--- config.mk ---
export PLATFORM = sky130hd
export DESIGN_NAME = flash_cmd_decoder
export DESIGN_NICKNAME = d
export VERILOG_FILES = /design/src/rtl/fcd_pkg.sv /design/src/rtl/fcd_strobe.sv /design/src/rtl/fcd_seq.sv /design/src/rtl/fcd_guard.sv /design/src/rtl/flash_cmd_decoder.sv
export SDC_FILE = /design/constraint.sdc
export NUM_CORES = 1
export LEC_CHECK = 0
export BUFFER_PORTS_ARGS = -buffer_cell sky130_fd_sc_hd__buf_2
export CORE_UTILIZATION = 56
export CTS_CLUSTER_DIAMETER = 40
export DETAILED_ROUTE_END_ITERATION = 16
export GPL_TIMING_DRIVEN = 1
export PLACE_DENSITY = 0.87
export SETUP_SLACK_MARGIN = 0.15
export SYNTH_ARGS = -nofsm -noshare
export SYNTH_HDL_FRONTEND = slang
export SYNTH_SLANG_ARGS = --single-unit
--- constraint.sdc ---
create_clock -name clk -period 4 [get_ports clk]
set_clock_uncertainty 0.1 [all_clocks]
set_input_delay 0.8 -clock clk [delete_from_list [all_inputs] [get_ports clk]]
set_output_delay 0.8 -clock clk [all_outputs]
set_load 0.02 [all_outputs]
--- src/rtl/fcd_pkg.sv ---
package fcd_pkg;
  typedef enum logic [2:0] {
    CMD_NONE     = 3'd0,
    CMD_PROGRAM  = 3'd1,
    CMD_ERASE    = 3'd2,
    CMD_LOCK     = 3'd3,
    CMD_ID_ENTER = 3'd4,
    CMD_ID_LEAVE = 3'd5
  } cmd_kind_e;

  localparam int CMP_BITS = 15;
  localparam logic [CMP_BITS-1:0] KEY_ADDR_A = 15'h5555;
  localparam logic [CMP_BITS-1:0] KEY_ADDR_B = 15'h2AAA;
  localparam logic [7:0] KEY_DATA_A   = 8'hAA;
  localparam logic [7:0] KEY_DATA_B   = 8'h55;
  localparam logic [7:0] OP_PROGRAM   = 8'hA0;
  localparam logic [7:0] OP_EXTENDED  = 8'h80;
  localparam logic [7:0] OP_ID_ENTER  = 8'h90;
  localparam logic [7:0] OP_ID_LEAVE  = 8'hF0;
  localparam logic [7:0] OP_ERASE     = 8'h10;
  localparam logic [7:0] OP_LOCK      = 8'h40;
endpackage

--- src/rtl/fcd_strobe.sv ---
module fcd_strobe #(
  parameter int AW          = 19,
  parameter int DW          = 8,
  parameter int MIN_LOW     = 3,
  parameter int SYNC_STAGES = 2
) (
  input  logic          clk,
  input  logic          rst_n,
  input  logic [AW-1:0] addr_i,
  input  logic [DW-1:0] data_i,
  input  logic          ce_n_i,
  input  logic          oe_n_i,
  input  logic          we_n_i,
  output logic          wr_evt_o,
  output logic [AW-1:0] wr_addr_o,
  output logic [DW-1:0] wr_data_o
);
  localparam int CW = $clog2(MIN_LOW + 1);

  logic [SYNC_STAGES-1:0] ce_sh, oe_sh, we_sh;
  logic                   act, act_d;
  logic [CW-1:0]          width_cnt;

  generate
    if (SYNC_STAGES == 1) begin : g_sync1
      always_ff @(posedge clk or negedge rst_n)
        if (!rst_n) begin
          ce_sh <= '1; oe_sh <= '1; we_sh <= '1;
        end else begin
          ce_sh <= ce_n_i; oe_sh <= oe_n_i; we_sh <= we_n_i;
        end
    end else begin : g_syncn
      always_ff @(posedge clk or negedge rst_n)
        if (!rst_n) begin
          ce_sh <= '1; oe_sh <= '1; we_sh <= '1;
        end else begin
          ce_sh <= {ce_sh[SYNC_STAGES-2:0], ce_n_i};
          oe_sh <= {oe_sh[SYNC_STAGES-2:0], oe_n_i};
          we_sh <= {we_sh[SYNC_STAGES-2:0], we_n_i};
        end
    end
  endgenerate

  // write phase: chip selected, write strobe low, output drive off
  assign act = !ce_sh[SYNC_STAGES-1] && !we_sh[SYNC_STAGES-1] && oe_sh[SYNC_STAGES-1];

  always_ff @(posedge clk or negedge rst_n) begin
    if (!rst_n) begin
      act_d     <= 1'b0;
      width_cnt <= '0;
      wr_evt_o  <= 1'b0;
      wr_addr_o <= '0;
      wr_data_o <= '0;
    end else begin
      act_d <= act;
      if (act) begin
        if (width_cnt != CW'(MIN_LOW)) width_cnt <= width_cnt + 1'b1;
        wr_data_o <= data_i;
        if (!act_d) wr_addr_o <= addr_i;
      end else begin
        width_cnt <= '0;
      end
      wr_evt_o <= act_d && !act && (width_cnt == CW'(MIN_LOW));
    end
  end

  assert_min_width_R11: assert property (@(posedge clk) disable iff (!rst_n)
    wr_evt_o |-> $past(width_cnt == CW'(MIN_LOW)))
    else $error("write event without minimum width");
endmodule

--- src/rtl/fcd_seq.sv ---
module fcd_seq
  import fcd_pkg::*;
#(
  parameter int AW = 19,
  parameter int DW = 8
) (
  input  logic          clk,
  input  logic          rst_n,
  input  logic          wr_evt_i,
  input  logic [AW-1:0] wr_addr_i,
  input  logic [DW-1:0] wr_data_i,
  input  logic          busy_i,
  output logic          req_valid_o,
  output cmd_kind_e     req_kind_o,
  output logic [AW-1:0] req_addr_o,
  output logic [DW-1:0] req_data_o
);
  typedef enum logic [2:0] {
    S_IDLE, S_KEY1, S_KEY2, S_PGM, S_EXT1, S_EXT2, S_EXT3
  } seq_state_e;

  seq_state_e state, nxt;
  cmd_kind_e  kind;
  logic       at_a, at_b, is_leave;

  assign at_a     = wr_addr_i[CMP_BITS-1:0] == KEY_ADDR_A;
  assign at_b     = wr_addr_i[CMP_BITS-1:0] == KEY_ADDR_B;
  assign is_leave = wr_data_i == OP_ID_LEAVE;

  always_comb begin
    nxt  = S_IDLE;
    kind = CMD_NONE;
    unique case (state)
      S_IDLE: begin
        if (at_a && wr_data_i == KEY_DATA_A) nxt = S_KEY1;
        else if (is_leave) kind = CMD_ID_LEAVE;
      end
      S_KEY1:
        if (at_b && wr_data_i == KEY_DATA_B) nxt = S_KEY2;
        else if (is_leave) kind = CMD_ID_LEAVE;
      S_KEY2: begin
        if (at_a && wr_data_i == OP_PROGRAM) nxt = S_PGM;
        else if (at_a && wr_data_i == OP_EXTENDED) nxt = S_EXT1;
        else if (at_a && wr_data_i == OP_ID_ENTER) kind = CMD_ID_ENTER;
        else if (is_leave) kind = CMD_ID_LEAVE;
      end
      S_PGM: kind = CMD_PROGRAM;
      S_EXT1:
        if (at_a && wr_data_i == KEY_DATA_A) nxt = S_EXT2;
        else if (is_leave) kind = CMD_ID_LEAVE;
      S_EXT2:
        if (at_b && wr_data_i == KEY_DATA_B) nxt = S_EXT3;
        else if (is_leave) kind = CMD_ID_LEAVE;
      S_EXT3: begin
        if (at_a && wr_data_i == OP_ERASE) kind = CMD_ERASE;
        else if (at_a && wr_data_i == OP_LOCK) kind = CMD_LOCK;
        else if (is_leave) kind = CMD_ID_LEAVE;
      end
      default: nxt = S_IDLE;
    endcase
  end

  always_ff @(posedge clk or negedge rst_n) begin
    if (!rst_n) begin
      state       <= S_IDLE;
      req_valid_o <= 1'b0;
      req_kind_o  <= CMD_NONE;
      req_addr_o  <= '0;
      req_data_o  <= '0;
    end else begin
      req_valid_o <= 1'b0;
      if (wr_evt_i && !busy_i) begin
        state       <= nxt;
        req_valid_o <= kind != CMD_NONE;
        req_kind_o  <= kind;
        req_addr_o  <= wr_addr_i;
        req_data_o  <= wr_data_i;
      end
    end
  end

  assert_busy_hold_R10: assert property (@(posedge clk) disable iff (!rst_n)
    (wr_evt_i && busy_i) |=> ($stable(state) && !req_valid_o))
    else $error("write accepted while busy");

  assert_single_pulse_R13: assert property (@(posedge clk) disable iff (!rst_n)
    req_valid_o |=> !req_valid_o)
    else $error("request longer than one cycle");
endmodule

--- src/rtl/fcd_guard.sv ---
module fcd_guard
  import fcd_pkg::*;
#(
  parameter int AW        = 19,
  parameter int DW        = 8,
  parameter int BOOT_BITS = 14,
  parameter bit TOP_BOOT  = 1'b0
) (
  input  logic          clk,
  input  logic          rst_n,
  input  logic          req_valid_i,
  input  cmd_kind_e     req_kind_i,
  input  logic [AW-1:0] req_addr_i,
  input  logic [DW-1:0] req_data_i,
  output logic          cmd_valid_o,
  output cmd_kind_e     cmd_kind_o,
  output logic [AW-1:0] cmd_addr_o,
  output logic [DW-1:0] cmd_data_o,
  output logic          cmd_keep_boot_o,
  output logic          locked_o,
  output logic          id_mode_o
);
  logic req_in_boot, out_in_boot, blocked;

  generate
    if (TOP_BOOT) begin : g_top
      assign req_in_boot = &req_addr_i[AW-1:BOOT_BITS];
      assign out_in_boot = &cmd_addr_o[AW-1:BOOT_BITS];
    end else begin : g_bottom
      assign req_in_boot = ~|req_addr_i[AW-1:BOOT_BITS];
      assign out_in_boot = ~|cmd_addr_o[AW-1:BOOT_BITS];
    end
  endgenerate

  assign blocked = locked_o && req_in_boot && (req_kind_i == CMD_PROGRAM);

  always_ff @(posedge clk or negedge rst_n) begin
    if (!rst_n) begin
      cmd_valid_o     <= 1'b0;
      cmd_kind_o      <= CMD_NONE;
      cmd_addr_o      <= '0;
      cmd_data_o      <= '0;
      cmd_keep_boot_o <= 1'b0;
      locked_o        <= 1'b0;
      id_mode_o       <= 1'b0;
    end else begin
      cmd_valid_o <= req_valid_i && !blocked;
      if (req_valid_i) begin
        cmd_kind_o      <= req_kind_i;
        cmd_addr_o      <= req_addr_i;
        cmd_data_o      <= req_data_i;
        cmd_keep_boot_o <= locked_o && (req_kind_i == CMD_ERASE);
        if (req_kind_i == CMD_LOCK)     locked_o  <= 1'b1;
        if (req_kind_i == CMD_ID_ENTER) id_mode_o <= 1'b1;
        if (req_kind_i == CMD_ID_LEAVE) id_mode_o <= 1'b0;
      end
    end
  end

  assert_lock_sticky_R6: assert property (@(posedge clk) disable iff (!rst_n)
    locked_o |=> locked_o)
    else $error("lock flag cleared");

  assert_boot_protect_R7: assert property (@(posedge clk) disable iff (!rst_n)
    (cmd_valid_o && cmd_kind_o == CMD_PROGRAM) |-> !(out_in_boot && $past(locked_o)))
    else $error("program into locked boot region");

  assert_id_leave_R4: assert property (@(posedge clk) disable iff (!rst_n)
    (cmd_valid_o && cmd_kind_o == CMD_ID_LEAVE) |-> !id_mode_o)
    else $error("identification mode not left");
endmodule

--- src/rtl/flash_cmd_decoder.sv ---
module flash_cmd_decoder
  import fcd_pkg::*;
#(
  parameter int AW          = 19,
  parameter int DW          = 8,
  parameter int MIN_LOW     = 3,
  parameter int SYNC_STAGES = 2,
  parameter int BOOT_BITS   = 14,
  parameter bit TOP_BOOT    = 1'b0
) (
  input  logic          clk,
  input  logic          rst_n,
  input  logic [AW-1:0] addr_i,
  input  logic [DW-1:0] data_i,
  input  logic          ce_n_i,
  input  logic          oe_n_i,
  input  logic          we_n_i,
  input  logic          busy_i,
  output logic          cmd_valid_o,
  output logic [2:0]    cmd_kind_o,
  output logic [AW-1:0] cmd_addr_o,
  output logic [DW-1:0] cmd_data_o,
  output logic          cmd_keep_boot_o,
  output logic          locked_o,
  output logic          id_mode_o,
  output logic          id_rd_valid_o,
  output logic [DW-1:0] id_rd_data_o
);
  localparam logic [AW-1:0] LOCK_INFO_ADDR = AW'(2);

  logic          wr_evt;
  logic [AW-1:0] wr_addr, req_addr;
  logic [DW-1:0] wr_data, req_data;
  logic          req_valid;
  cmd_kind_e     req_kind, out_kind;

  fcd_strobe #(.AW(AW), .DW(DW), .MIN_LOW(MIN_LOW), .SYNC_STAGES(SYNC_STAGES)) strobe_i (
    .clk(clk), .rst_n(rst_n), .addr_i(addr_i), .data_i(data_i),
    .ce_n_i(ce_n_i), .oe_n_i(oe_n_i), .we_n_i(we_n_i),
    .wr_evt_o(wr_evt), .wr_addr_o(wr_addr), .wr_data_o(wr_data)
  );

  fcd_seq #(.AW(AW), .DW(DW)) seq_i (
    .clk(clk), .rst_n(rst_n), .wr_evt_i(wr_evt), .wr_addr_i(wr_addr),
    .wr_data_i(wr_data), .busy_i(busy_i), .req_valid_o(req_valid),
    .req_kind_o(req_kind), .req_addr_o(req_addr), .req_data_o(req_data)
  );

  fcd_guard #(.AW(AW), .DW(DW), .BOOT_BITS(BOOT_BITS), .TOP_BOOT(TOP_BOOT)) guard_i (
    .clk(clk), .rst_n(rst_n), .req_valid_i(req_valid), .req_kind_i(req_kind),
    .req_addr_i(req_addr), .req_data_i(req_data), .cmd_valid_o(cmd_valid_o),
    .cmd_kind_o(out_kind), .cmd_addr_o(cmd_addr_o), .cmd_data_o(cmd_data_o),
    .cmd_keep_boot_o(cmd_keep_boot_o), .locked_o(locked_o), .id_mode_o(id_mode_o)
  );

  assign cmd_kind_o    = out_kind;
  assign id_rd_valid_o = id_mode_o && !ce_n_i && !oe_n_i && we_n_i && (addr_i == LOCK_INFO_ADDR);
  assign id_rd_data_o  = id_rd_valid_o ? {{(DW-1){1'b0}}, locked_o} : '0;

  assert_kind_known_R13: assert property (@(posedge clk) disable iff (!rst_n)
    cmd_valid_o |-> (cmd_kind_o != 3'd0 && cmd_kind_o <= 3'd5))
    else $error("command pulse without kind");
endmodule

==> results.md <==
* Clock buffer depth at 2
* Routed via count at around 2800
* Worst-path fanout max at 2
* First-pass GRT wire length at roughly 15000 µm
* Initial antenna violation count at 0
* Final ANT Viol Nets at 0
* Post-synth top area share at between 50% and 60%
* Hold_buf cts at 0
* Crit path launch type: input pin
* Hold_ws at 260 ps
* GP Congestion at a little under 0.9
* Avg WL per Cell at 17.0 µm
* Setup violators final at 0
* Crit path from: ce_n_i
* Tot GR Track Use at between 20% and 30%
* IO Pins at 76
* Post-Synthesis Cells at ~330
* Most frequent cells in the layout: dfrtp_1 (99), mux2_2 (75), buf_2 (67)
* Worst Setup End Kind: output pin
* Multi-input gate area at roughly 1600 µm²
* Final Cycle Share at 79.1%
* Via density at 5.59
* Share of layout cells above drive strength 1 at between 40 and 50%
* Synth top area cells: dfrtp_1 (57%), mux2_2 (19%), dfstp_2 (3.6%)
* Maxcap violations at 0
* Post-route DRC at 0
* Final Max Slew Viols at 0
* Worst hold path class: reg2reg
* Port buffer count at between 60 and 70
* Core area at 7410 µm²
* Clock transition at path regs at around 100 ps
* Critical path's largest stage delay at 540 ps
* Cell row count at 31
* Root Buffer: clkbuf_8
* Power Density at about 390 nW/µm²
* Die area at approximately 8200 µm²
* H-tree levels at 3
* Reg2reg start: strobe_i.wr_data_o[1]$_DFFE_PN0P_
* Register area share after synthesis at around three fifths
* DR pass1 iterations at 6
* Pin count of the biggest net entering global routing at ~70
* Chip Width at between 90 and 100 µm
* VDD IR max at about 220 µV
* Fillers at 565
* Total grt overflow at 0
* Leakage power at around 2.5 nW
* Status: complete, no violations
* HPWL after detailed placement at a little over 6000 µm
* Asr flop ratio synth at 100%
* Yosys cell types at 52
* Worst Path Arrival at 2260 ps
* Clock Latency Late Sink at between 300 and 400 ps
* Overall power at between 1.5 and 2 mW
* DRT iter0 DRCs at slightly below 200
* Final Util at roughly 67%
* CTS tree: built
* Seq cells post-synth at 105
* Worst Setup Slack, final at 838 ps
* # diodes at 0
* Fin. Hold Viols at 0
* Register area at between 2000 and 3000 µm²
* Synth Area per Inst at ~13 µm²
* Dpl ws at 880 ps
* Total Neg Setup Slack at 0 ps
* Mapped Area at 4370 µm²
* Vias in the first global route at ~3000
* Primary FF master, synth: dfrtp_1
* Routed WL at 8590 µm
* Worst Path Class, Setup: in2out
* Slew @ Worst Pin at ~850 ps
* Post-CTS Setup Inserts at 0
* Unrepaired setup endpoints after global routing: false
* CP Cell Sequence: buf_2 -> nor4b_1 -> nand4_1 -> nor2_1 -> and2_1 -> buf_2
* Nets at around 440
* Gates resized, CTS repair at 0
* Hold Crit Start: strobe_i.oe_sh[0]$_DFF_PN1_
* Rel. slew slack at between 40 and 50%
* Commonest non-fill, non-tap cell in the layout: dfrtp_1
* CTS Buf Count at 9
* Worst EP required at around 3100 ps
* Post-synth EDFFs at 0
* Die Ht at between 90 and 100 µm
* Synth area leader: dfrtp_1
* Total of warnings raised by yosys at 0
* Critical path's slowest cell: nor4b_1
* Starting Density at roughly three fifths
* Synthesis-to-layout area growth at 13.2%
* Min Tclk post-route at 3160 ps
* Clk sinks at about 110
* Fmax at roughly 0.32 GHz
* Most Frequent Cell on Critical Path: buf_2
-- layout make-up --
type                    count  area share (%)
repair buffers             72            7.55
multi-input cells         207            32.5
clock inverters             4           0.709
inverters                   6           0.456
clock buffers              12            2.94
flip-flops and latches    105            53.3
well taps                  99            2.51
-- logic make-up after synthesis --
group                      Yosys count  synth area share [%]
and+or+nand+nor                     95                  11.9
DFF                                105                  60.4
AOI/OAI and AO/OA                   26                  3.98
buffers and inverters               27                  3.38
muxes                               76                  19.6
other                                1                0.0859
adders and majority gates            1                 0.287
xor gates and xnor gates             2                 0.401
-- cells in the mapped netlist, types with 3 or more instances --
cell type	number
nor4bb_1	5
nand4_1	3
nor4b_1	5
nor3_1	4
buf_4	8
dfrtp_1	99
or4_1	3
clkbuf_1	9
inv_1	5
nor4_1	4
mux2_2	75
dfstp_2	6
a21oi_1	3
nor2_1	15
o21ai_0	8
nand3_1	3
nand2_1	37
-- worst max-delay path, delay by kind of cell --
family | cells | cell delay, ps
simple gates | 4 | 1200
buf+inv | 2 | 260
-- state kept, by name (all words and copies together), names as in the netlist, 8 cells and up --
register,flops
guard_i.cmd_addr_o,19
guard_i.cmd_data_o,8
seq_i.req_addr_o,19
seq_i.req_data_o,8
strobe_i.wr_addr_o,19
strobe_i.wr_data_o,8
-- power by group --
group / switching (mW) / internal, mW / total [mW]
sequential: 0.0752 / 1.12 / 1.20
clock: 0.358 / 0.251 / 0.609
combinational: 0.0736 / 0.0711 / 0.145
total: 0.507 / 1.44 / 1.95
-- final timing paths --
kind / end / slack [ps] / cells after the start
max in group asynchronous: strobe_i.oe_sh[0]$_DFF_PN1_ / 2560 / 2
min reg2reg: strobe_i.oe_sh[1]$_DFF_PN1_ / 260 / 0
max: id_rd_data_o[0] / 840 / 6
max reg2reg: seq_i.req_valid_o$_DFF_PN0_ / 1830 / 5
min: strobe_i.oe_sh[1]$_DFF_PN1_ / 260 / 0
min in group asynchronous: guard_i.cmd_data_o[3]$_DFFE_PN0P_ / 430 / 1
-- through the flow --
| stage | cells | cell area, µm² |
|---|---|---|
| floorplan | 339 | 4390 |
| global placement | 489 | 4760 |
| detailed placement | 489 | 4760 |
| CTS | 505 | 4940 |
| global route | 505 | 4940 |
| finish | 505 | 4940 |
-- layer usage --
metal,share of wire (%),track usage (%),vias up
li1,-,-,1312
met1,46,32.7,1420
met2,48,37.2,78
met3,3.9,5.47,13
met4,1.3,8.74,0
met5,0,0,-
Power figures use the tool's default switching activity.
